--- config.mk ---
export PLATFORM = sky130hd
export DESIGN_NAME = sderr_capture
export DESIGN_NICKNAME = d
export VERILOG_FILES = /design/src/rtl/sderr_pkg.sv /design/src/rtl/sderr_route.sv /design/src/rtl/sderr_sticky.sv /design/src/rtl/sderr_summary.sv /design/src/rtl/sderr_capture.sv
export SDC_FILE = /design/constraint.sdc
export NUM_CORES = 1
export LEC_CHECK = 0
export CAP_MARGIN = 20
export CORE_AREA = 2 2 51 53
export DETAILED_ROUTE_END_ITERATION = 10
export DIE_AREA = 0 0 53 55
export PLACE_DENSITY = 0.78
export SLEW_MARGIN = 20
export SYNTH_ARGS = -nofsm -noshare
export SYNTH_HDL_FRONTEND = slang
export SYNTH_SLANG_ARGS = --single-unit
export TNS_END_PERCENT = 100
--- constraint.sdc ---
create_clock -name clk -period 2 [get_ports clk]
set_clock_uncertainty 0.05 [all_clocks]
set_input_delay 0.4 -clock clk [delete_from_list [all_inputs] [get_ports clk]]
set_output_delay 0.4 -clock clk [all_outputs]
set_load 0.02 [all_outputs]
--- src/rtl/sderr_pkg.sv ---
package sderr_pkg;

    localparam int STAT_W = 32;

    // Bit positions that software decodes.
    localparam int B_BUSY_TMO   = 22;
    localparam int B_CRCST_TMO  = 21;
    localparam int B_START_TMO  = 20;
    localparam int B_RSP_TMO_A  = 17;
    localparam int B_RSP_TMO    = 16;
    localparam int B_ONE        = 13;
    localparam int B_WST_CRC    = 11;
    localparam int B_RD_CRC     = 10;
    localparam int B_RSP_CRC_A  = 9;
    localparam int B_RSP_CRC    = 8;
    localparam int B_WST_END    = 5;
    localparam int B_RD_END     = 4;
    localparam int B_RSP_END_A  = 3;
    localparam int B_RSP_END    = 2;
    localparam int B_RSP_IDX_A  = 1;
    localparam int B_RSP_IDX    = 0;

    localparam logic [STAT_W-1:0] ONE_MASK  = STAT_W'(1) << B_ONE;
    localparam logic [STAT_W-1:0] AUTO_MASK = (STAT_W'(1) << B_RSP_TMO_A) |
                                              (STAT_W'(1) << B_RSP_CRC_A) |
                                              (STAT_W'(1) << B_RSP_END_A) |
                                              (STAT_W'(1) << B_RSP_IDX_A);
    localparam logic [STAT_W-1:0] ERR_MASK  = 32'h0073_0F3F;

    typedef struct packed {
        logic busy_tmo;
        logic crcstat_tmo;
        logic start_tmo;
        logic rsp_tmo;
        logic wstat_crc;
        logic rdata_crc;
        logic rsp_crc;
        logic wstat_end;
        logic rdata_end;
        logic rsp_end;
        logic rsp_idx;
    } sderr_ev_t;

endpackage

--- src/rtl/sderr_route.sv ---
module sderr_route
    import sderr_pkg::*;
#(
    parameter bit AUTO_STOP = 1'b1
) (
    input  sderr_ev_t          ev,
    input  logic               rsp_auto,
    output logic [STAT_W-1:0]  set_vec
);
    logic [STAT_W-1:0] base_vec;
    logic [STAT_W-1:0] auto_vec;
    logic              use_auto;
    logic              use_plain;

    assign use_plain = ~rsp_auto;

    generate
        if (AUTO_STOP) begin : g_auto
            assign use_auto = rsp_auto;
        end else begin : g_noauto
            assign use_auto = 1'b0;
        end
    endgenerate

    always_comb begin
        base_vec = '0;
        base_vec[B_BUSY_TMO]  = ev.busy_tmo;
        base_vec[B_CRCST_TMO] = ev.crcstat_tmo;
        base_vec[B_START_TMO] = ev.start_tmo;
        base_vec[B_RSP_TMO]   = ev.rsp_tmo & use_plain;
        base_vec[B_WST_CRC]   = ev.wstat_crc;
        base_vec[B_RD_CRC]    = ev.rdata_crc;
        base_vec[B_RSP_CRC]   = ev.rsp_crc & use_plain;
        base_vec[B_WST_END]   = ev.wstat_end;
        base_vec[B_RD_END]    = ev.rdata_end;
        base_vec[B_RSP_END]   = ev.rsp_end & use_plain;
        base_vec[B_RSP_IDX]   = ev.rsp_idx & use_plain;
    end

    always_comb begin
        auto_vec = '0;
        auto_vec[B_RSP_TMO_A] = ev.rsp_tmo & use_auto;
        auto_vec[B_RSP_CRC_A] = ev.rsp_crc & use_auto;
        auto_vec[B_RSP_END_A] = ev.rsp_end & use_auto;
        auto_vec[B_RSP_IDX_A] = ev.rsp_idx & use_auto;
    end

    assign set_vec = base_vec | auto_vec;
endmodule

--- src/rtl/sderr_sticky.sv ---
module sderr_sticky
    import sderr_pkg::*;
#(
    parameter logic [STAT_W-1:0] STORE_MASK = ERR_MASK,
    parameter logic [STAT_W-1:0] FIXED_ONE  = ONE_MASK
) (
    input  logic               clk,
    input  logic               rst_n,
    input  logic               clr,
    input  logic [STAT_W-1:0]  set_vec,
    output logic [STAT_W-1:0]  q
);
    for (genvar i = 0; i < STAT_W; i++) begin : g_bit
        if (STORE_MASK[i]) begin : g_flop
            logic r_q;
            always_ff @(posedge clk or negedge rst_n) begin
                if (!rst_n) begin
                    r_q <= 1'b0;
                end else begin
                    r_q <= (r_q & ~clr) | set_vec[i];
                end
            end
            assign q[i] = r_q;
        end else begin : g_const
            assign q[i] = FIXED_ONE[i];
        end
    end
endmodule

--- src/rtl/sderr_summary.sv ---
module sderr_summary
    import sderr_pkg::*;
(
    input  logic [STAT_W-1:0] stat,
    output logic              dat_tmo,
    output logic              cmd_tmo,
    output logic              crc,
    output logic              endbit,
    output logic              index
);
    assign dat_tmo = |stat[B_BUSY_TMO:B_START_TMO];
    assign cmd_tmo = |stat[B_RSP_TMO_A:B_RSP_TMO];
    assign crc     = |stat[B_WST_CRC:B_RSP_CRC];
    assign endbit  = |stat[B_WST_END:B_RSP_END];
    assign index   = |stat[B_RSP_IDX_A:B_RSP_IDX];
endmodule

--- src/rtl/sderr_capture.sv ---
module sderr_capture
    import sderr_pkg::*;
#(
    parameter bit AUTO_STOP = 1'b1
) (
    input  logic        clk,
    input  logic        rst_n,
    input  logic        cmd_wr,
    input  logic        rsp_auto,
    input  logic        ev_busy_tmo,
    input  logic        ev_crcstat_tmo,
    input  logic        ev_start_tmo,
    input  logic        ev_rsp_tmo,
    input  logic        ev_wstat_crc,
    input  logic        ev_rdata_crc,
    input  logic        ev_rsp_crc,
    input  logic        ev_wstat_end,
    input  logic        ev_rdata_end,
    input  logic        ev_rsp_end,
    input  logic        ev_rsp_idx,
    output logic [31:0] err_status,
    output logic        flag_dat_tmo,
    output logic        flag_cmd_tmo,
    output logic        flag_crc,
    output logic        flag_endbit,
    output logic        flag_index
);
    localparam logic [STAT_W-1:0] STORE = AUTO_STOP ? ERR_MASK : (ERR_MASK & ~AUTO_MASK);

    sderr_ev_t         ev;
    logic [STAT_W-1:0] set_vec;

    assign ev = '{busy_tmo:    ev_busy_tmo,
                  crcstat_tmo: ev_crcstat_tmo,
                  start_tmo:   ev_start_tmo,
                  rsp_tmo:     ev_rsp_tmo,
                  wstat_crc:   ev_wstat_crc,
                  rdata_crc:   ev_rdata_crc,
                  rsp_crc:     ev_rsp_crc,
                  wstat_end:   ev_wstat_end,
                  rdata_end:   ev_rdata_end,
                  rsp_end:     ev_rsp_end,
                  rsp_idx:     ev_rsp_idx};

    sderr_route #(.AUTO_STOP(AUTO_STOP)) u_route (
        .ev       (ev),
        .rsp_auto (rsp_auto),
        .set_vec  (set_vec)
    );

    sderr_sticky #(.STORE_MASK(STORE), .FIXED_ONE(ONE_MASK)) u_sticky (
        .clk     (clk),
        .rst_n   (rst_n),
        .clr     (cmd_wr),
        .set_vec (set_vec),
        .q       (err_status)
    );

    sderr_summary u_sum (
        .stat    (err_status),
        .dat_tmo (flag_dat_tmo),
        .cmd_tmo (flag_cmd_tmo),
        .crc     (flag_crc),
        .endbit  (flag_endbit),
        .index   (flag_index)
    );
endmodule

==> results_dict.tcl, run 1 <==
set metrics [dict create \
    crit_arrival_ns 1.48 \
    ys_seq_area_share_pct 47.0 \
    path_cells "or2_2 -> clkdlybuf4s50_1" \
    crit_buf_inv 1 \
    grt_pass1_vias 480 \
    drt_pass1_iterations 2 \
    track_usage_pct 10.7 \
    crit_cells 2 \
    layout-drive-gt1-share_pct 9.38 \
    utilization_pct 42.7 \
    gp_congestion 0.626 \
    finalCritPeriodShare_pct 96.7 \
    grt_start_max_net_pins 16 \
    cts.sinks 15 \
    r2r_end "u_sticky.g_bit[8].g_flop.r_q" \
    top_regs "u_sticky.g_bit.g_flop.r_q (15)" \
    vias 506 \
    die_w_um 53 \
    cp_top_family "buffers and inverters" \
    cp-startpoint "u_sticky.g_bit[0].g_flop.r_q" \
    end_kind "output pin" \
    htreeDepth 1 \
    rsz0062_at_grt "false" \
    grt_use_met1_pct 11.9 \
    ys_seq_elements 15 \
    yosysMostFrequentCell "buf_4" \
    worstPathRequired_ns 1.55 \
    synth_area_um2 798 \
    antenna_found_initial 0 \
    setup_violations 0 \
    synth_area_leaders "dfrtp_1, buf_4, a21o_1" \
    drc 0 \
    use_met2_pct 19.8 \
    initial_core_util_pct 33.8 \
    hpwlAfterDp_mm 1.15 \
    post-cts-setup-buffers 0 \
    ys_types 13 \
    nets 112 \
    place.port_buffers 34 \
    grt-busiest-layer "met2" \
    vias_per_cell 4.02 \
    synth_common_cells "buf_4, dfrtp_1, a21o_1, inv_1, a22o_1" \
    cts_hold_buf 0 \
    finalCriticalPeriod_ns 1.93 \
    rows 18 \
    netlist_instances 75 \
    gr-usage-met3_pct 2.15 \
    r2r_cells 1 \
    critPathMaxFanout 3 \
    cts_root_buffer "clkbuf_4" \
    hold_class "primary input to async pin" \
    hold_violations 0 \
    r2r_start "u_sticky.g_bit[8].g_flop.r_q" \
    clkSlewWorstSetupHoldPaths_ns 0.09 \
    antenna_cells 0 \
    syn_avg_cell_area_um2 10.6 \
    cp-endpoint "flag_index" \
    drt-initial-drc-count 1 \
    p_per_area_nw_per_um2 698 \
    critPathKind "register to output pin" \
    slew_violations 0 \
    core_um2 2360 \
    r2r_setup_slack_ns 1.20 \
    clk_path_buf_depth 2 \
    drtAntennaViolNets 0 \
    power_leakage_nw 0.478 \
    async_flop_share_pct 100 \
    fin_setup_tns_ns 0 \
    cts_tree "built" \
    dieArea_um2 2920 \
    cp-start-kind "register" \
    area_growth_pct 26.5 \
    maxCapViolations 0 \
    clk_latency_ns 0.27 \
    yosysWarnings 0 \
    chipHeight_um 55 \
    largest_reg_flops 15 \
    grt-ovfl-total 0 \
    fmax_mhz 517 \
    ir_drop_mv 0.284 \
    wire_per_inst_um 10.9 \
    synth_top_area_cell "dfrtp_1" \
    critical_path.max_stage_delay_ns 0.53 \
    cts_made_buffers 3 \
    fin_cells 126 \
    routed_wl_mm 1.37 \
    grt_first_pass_wirelength_mm 2.18 \
    dp.cells 122 \
    power_mw 0.704 \
    synth-edff-count 0 \
    slowest_stage "clkdlybuf4s50_1" \
    synth_top_area_share_pct 47.0 \
    top_register "u_sticky.g_bit.g_flop.r_q" \
    io_pins 52 \
    status "complete, no violations" \
    ys.flop_type "dfrtp_1" \
]
where the power goes:
group / total, mW / internal [mW] / switching [mW]
clock network: 0.165 / 0.0771 / 0.0875
logic: 0.197 / 0.0926 / 0.104
registers: 0.343 / 0.327 / 0.0157
placed cells by master (no fill, tap or decap), drive strengths merged:
master         count
or4                2
clkdlybuf4s50     31
inv                5
buf                1
or2                1
dfrtp             15
conb              17
o22ai              2
nand2              1
dlygate4sd2        1
a21o               7
clkbuf             6
or3                1
a22o               6
worst min path at each step:
stage                     cells after the start                          start                       endpoint  slack (ns)
after detailed placement                      1  u_sticky.g_bit[11].g_flop.r_q  u_sticky.g_bit[11].g_flop.r_q        0.44
final                                         2                          rst_n  u_sticky.g_bit[20].g_flop.r_q        0.39
after global placement                        1   u_sticky.g_bit[4].g_flop.r_q   u_sticky.g_bit[4].g_flop.r_q        0.43
after CTS                                     2                          rst_n   u_sticky.g_bit[1].g_flop.r_q        0.39
after global routing                          2                          rst_n  u_sticky.g_bit[16].g_flop.r_q        0.39
after floorplan                               0                          rst_n   u_sticky.g_bit[0].g_flop.r_q        0.05
logic make-up after synthesis:
| logic type | share of synthesized area, % |
|---|---|
| AO/OA/AOI/OAI | 15.0 |
| buffers and inverters | 33.1 |
| flip-flops | 47.0 |
| other | 0.941 |
| AND/OR/NAND/NOR | 3.92 |
routing by layer:
metal  vias to the layer above  wire length [um]
met3                         0               120
met4                         0                 0
li1                        243                 -
met2                        28               734
met1                       235               517
met5                         -                 0
what timing repair did:
item                       4_1_cts  5_1_grt
pin swaps                        0        0
setup endpoints to repair        3        2
resized for setup                3        4
layout make-up:
class | instances | area (um2)
multi-input cells | 37 | 215
fillers | 249 | 1360
flip-flops and latches | 15 | 375
inverters | 5 | 18.8
clock buffers | 4 | 26.3
well taps | 30 | 37.5
repair buffers | 35 | 337
per-stage QoR:
stage,hold slack (ns),area (um2),worst slack [ns]
after floorplan,0.0544,855,0.554
after global placement,0.429,995,0.123
after detailed placement,0.445,995,0.0801
after CTS,0.386,1020,0.00299
after global routing,0.388,1010,0.0000452
final,0.388,1010,0.0667
Note: power is estimated with default switching activity, not from simulation.
==> run 2: changes to the inputs <==
--- a/config.mk
+++ b/config.mk
@@ -6,12 +6,14 @@
 export NUM_CORES = 1
 export LEC_CHECK = 0
 export CAP_MARGIN = 20
-export CORE_AREA = 2 2 51 53
+export CORE_AREA = 2 2 58 60
 export DETAILED_ROUTE_END_ITERATION = 10
-export DIE_AREA = 0 0 53 55
-export PLACE_DENSITY = 0.78
+export DIE_AREA = 0 0 60 62
+export GPL_TIMING_DRIVEN = 0
+export PLACE_DENSITY = 0.71
 export SLEW_MARGIN = 20
 export SYNTH_ARGS = -nofsm -noshare
 export SYNTH_HDL_FRONTEND = slang
+export SYNTH_HIERARCHICAL = 1
 export SYNTH_SLANG_ARGS = --single-unit
 export TNS_END_PERCENT = 100
==> results_dict.tcl, run 2 <==
set metrics [dict create \
    status "complete, no violations" \
    power_mw 0.771 \
    cts_root_buffer "clkbuf_4" \
    routed_wl_mm 1.62 \
    die_w_um 60 \
    hold_violations 0 \
    layout_commonest_cell "buf_4" \
    ir_drop_mv 0.223 \
    dieArea_um2 3720 \
    gp_congestion 0.629 \
    cts_made_buffers 3 \
    fillerInstances 333 \
    clk_path_buf_depth 2 \
    finalCritPeriodShare_pct 96.8 \
    maxCapViolations 0 \
    wire_per_inst_um 9.04 \
    rows 21 \
    cts_tree "built" \
    clk_latency_ns 0.27 \
    drtAntennaViolNets 0 \
    grt_pass1_vias 610 \
    vias_per_cell 3.63 \
    antenna_cells 0 \
    place_ws_ns -0.0302 \
    grt_first_pass_wirelength_mm 2.51 \
    r2r_start "u_sticky/g_bit[9].g_flop.r_q" \
    clkSlewWorstSetupHoldPaths_ns 0.09 \
    setup_violations 0 \
    drt_pass1_iterations 2 \
    crit_arrival_ns 1.49 \
    yosysWarnings 6 \
    place.port_buffers 27 \
    htreeDepth 1 \
    utilization_pct 40.9 \
    nets 149 \
    track_usage_pct 9.25 \
    fmax_mhz 517 \
    vias 649 \
    slew_headroom_pct 53.3 \
    largest_reg_flops 15 \
    io_pins 52 \
    layout-drive-gt1-share_pct 40.6 \
    top_regs "u_sticky/g_bit.g_flop.r_q (15)" \
    p_per_area_nw_per_um2 592 \
    power_leakage_nw 0.685 \
    top_register "u_sticky/g_bit.g_flop.r_q" \
    fin_hold_ws_ns 0.244 \
    min_from "ev_rdata_end" \
    cp-start-kind "register" \
    slew_violations 0 \
    critPathMaxFanout 2 \
    drt-initial-drc-count 14 \
    fin_cells 179 \
    cts.sinks 15 \
    cp-startpoint "u_sticky/g_bit[3].g_flop.r_q" \
    worst_pin_slew_ns 0.698 \
    drc 0 \
    finalWorstSetupSlack_ns 0.0650 \
    end_kind "output pin" \
    finalCriticalPeriod_ns 1.94 \
    hold_class "primary input to register" \
    r2r_setup_slack_ns 1.18 \
    hpwlAfterDp_mm 1.31 \
    core_um2 3180 \
    critPathKind "register to output pin" \
    initial_core_util_pct 28.1 \
    antenna_found_initial 0 \
    dp.cells 174 \
    area_growth_pct 45.7 \
    chipHeight_um 62 \
    netlist_instances 86 \
    grt_start_max_net_pins 16 \
    cts_hold_buf 0 \
    syn_avg_cell_area_um2 10.4 \
    grt-ovfl-total 0 \
    worstPathRequired_ns 1.55 \
    rsz0062_at_grt "false" \
    synth_area_um2 893 \
    final_cell_mix "buf_4, clkdlybuf4s50_1, conb_1" \
]
[run 2: power by group]
group | total, mW | leakage (nW) | internal, mW | switching [mW]
clock | 0.170 | 0.0150 | 0.0773 | 0.0926
sequential | 0.340 | 0.173 | 0.327 | 0.0126
combinational | 0.262 | 0.497 | 0.144 | 0.118
[run 2: stage by stage]
stage          cell area [um2]  TNS, ns
6_report                  1300        0
5_1_grt                   1300        0
4_1_cts                   1290        0
3_5_place_dp              1280  -0.0376
3_3_place_gp              1280        0
2_1_floorplan              950        0
[run 2: layer usage]
| metal | part of all wire [%] | track usage (%) |
|---|---|---|
| met3 | 9.2 | 2.28 |
| met1 | 39 | 10.4 |
| met2 | 52 | 16.8 |
| met5 | 0 | 0 |
| met4 | 0 | 3.81 |
[run 2: timing repair]
| action | in CTS | in global routing |
|---|---|---|
| buffers inserted | 0 | 1 |
| gates resized for setup | 11 | 2 |
| endpoints found under the setup margin | 5 | 2 |
[run 2: area by class of cell]
class	instances	area (um2)	share of cell area, %
inverters	1	3.75	0.288
multi-input cells	45	267	20.5
plain buffers	40	304	23.4
repair buffers	28	268	20.6
flip-flops and latches	15	375	28.8
well taps	46	57.6	4.42
clock buffers	4	26.3	2.02
[run 2: critical path: stages, from the launching register on]
cell	delay (ns)
dfrtp_1	0.39
buf_4	0.13
or4_1	0.51
buf_2	0.18
[run 2: final timing paths]
check	cells past startpoint	to
min in group asynchronous	1	u_sticky/g_bit[8].g_flop.r_q
setup reg to reg	2	u_sticky/g_bit[9].g_flop.r_q
hold reg to reg	1	u_sticky/g_bit[11].g_flop.r_q
setup / recovery	3	flag_endbit
hold / removal	2	u_sticky/g_bit[4].g_flop.r_q
max in group asynchronous	1	u_sticky/g_bit[21].g_flop.r_q
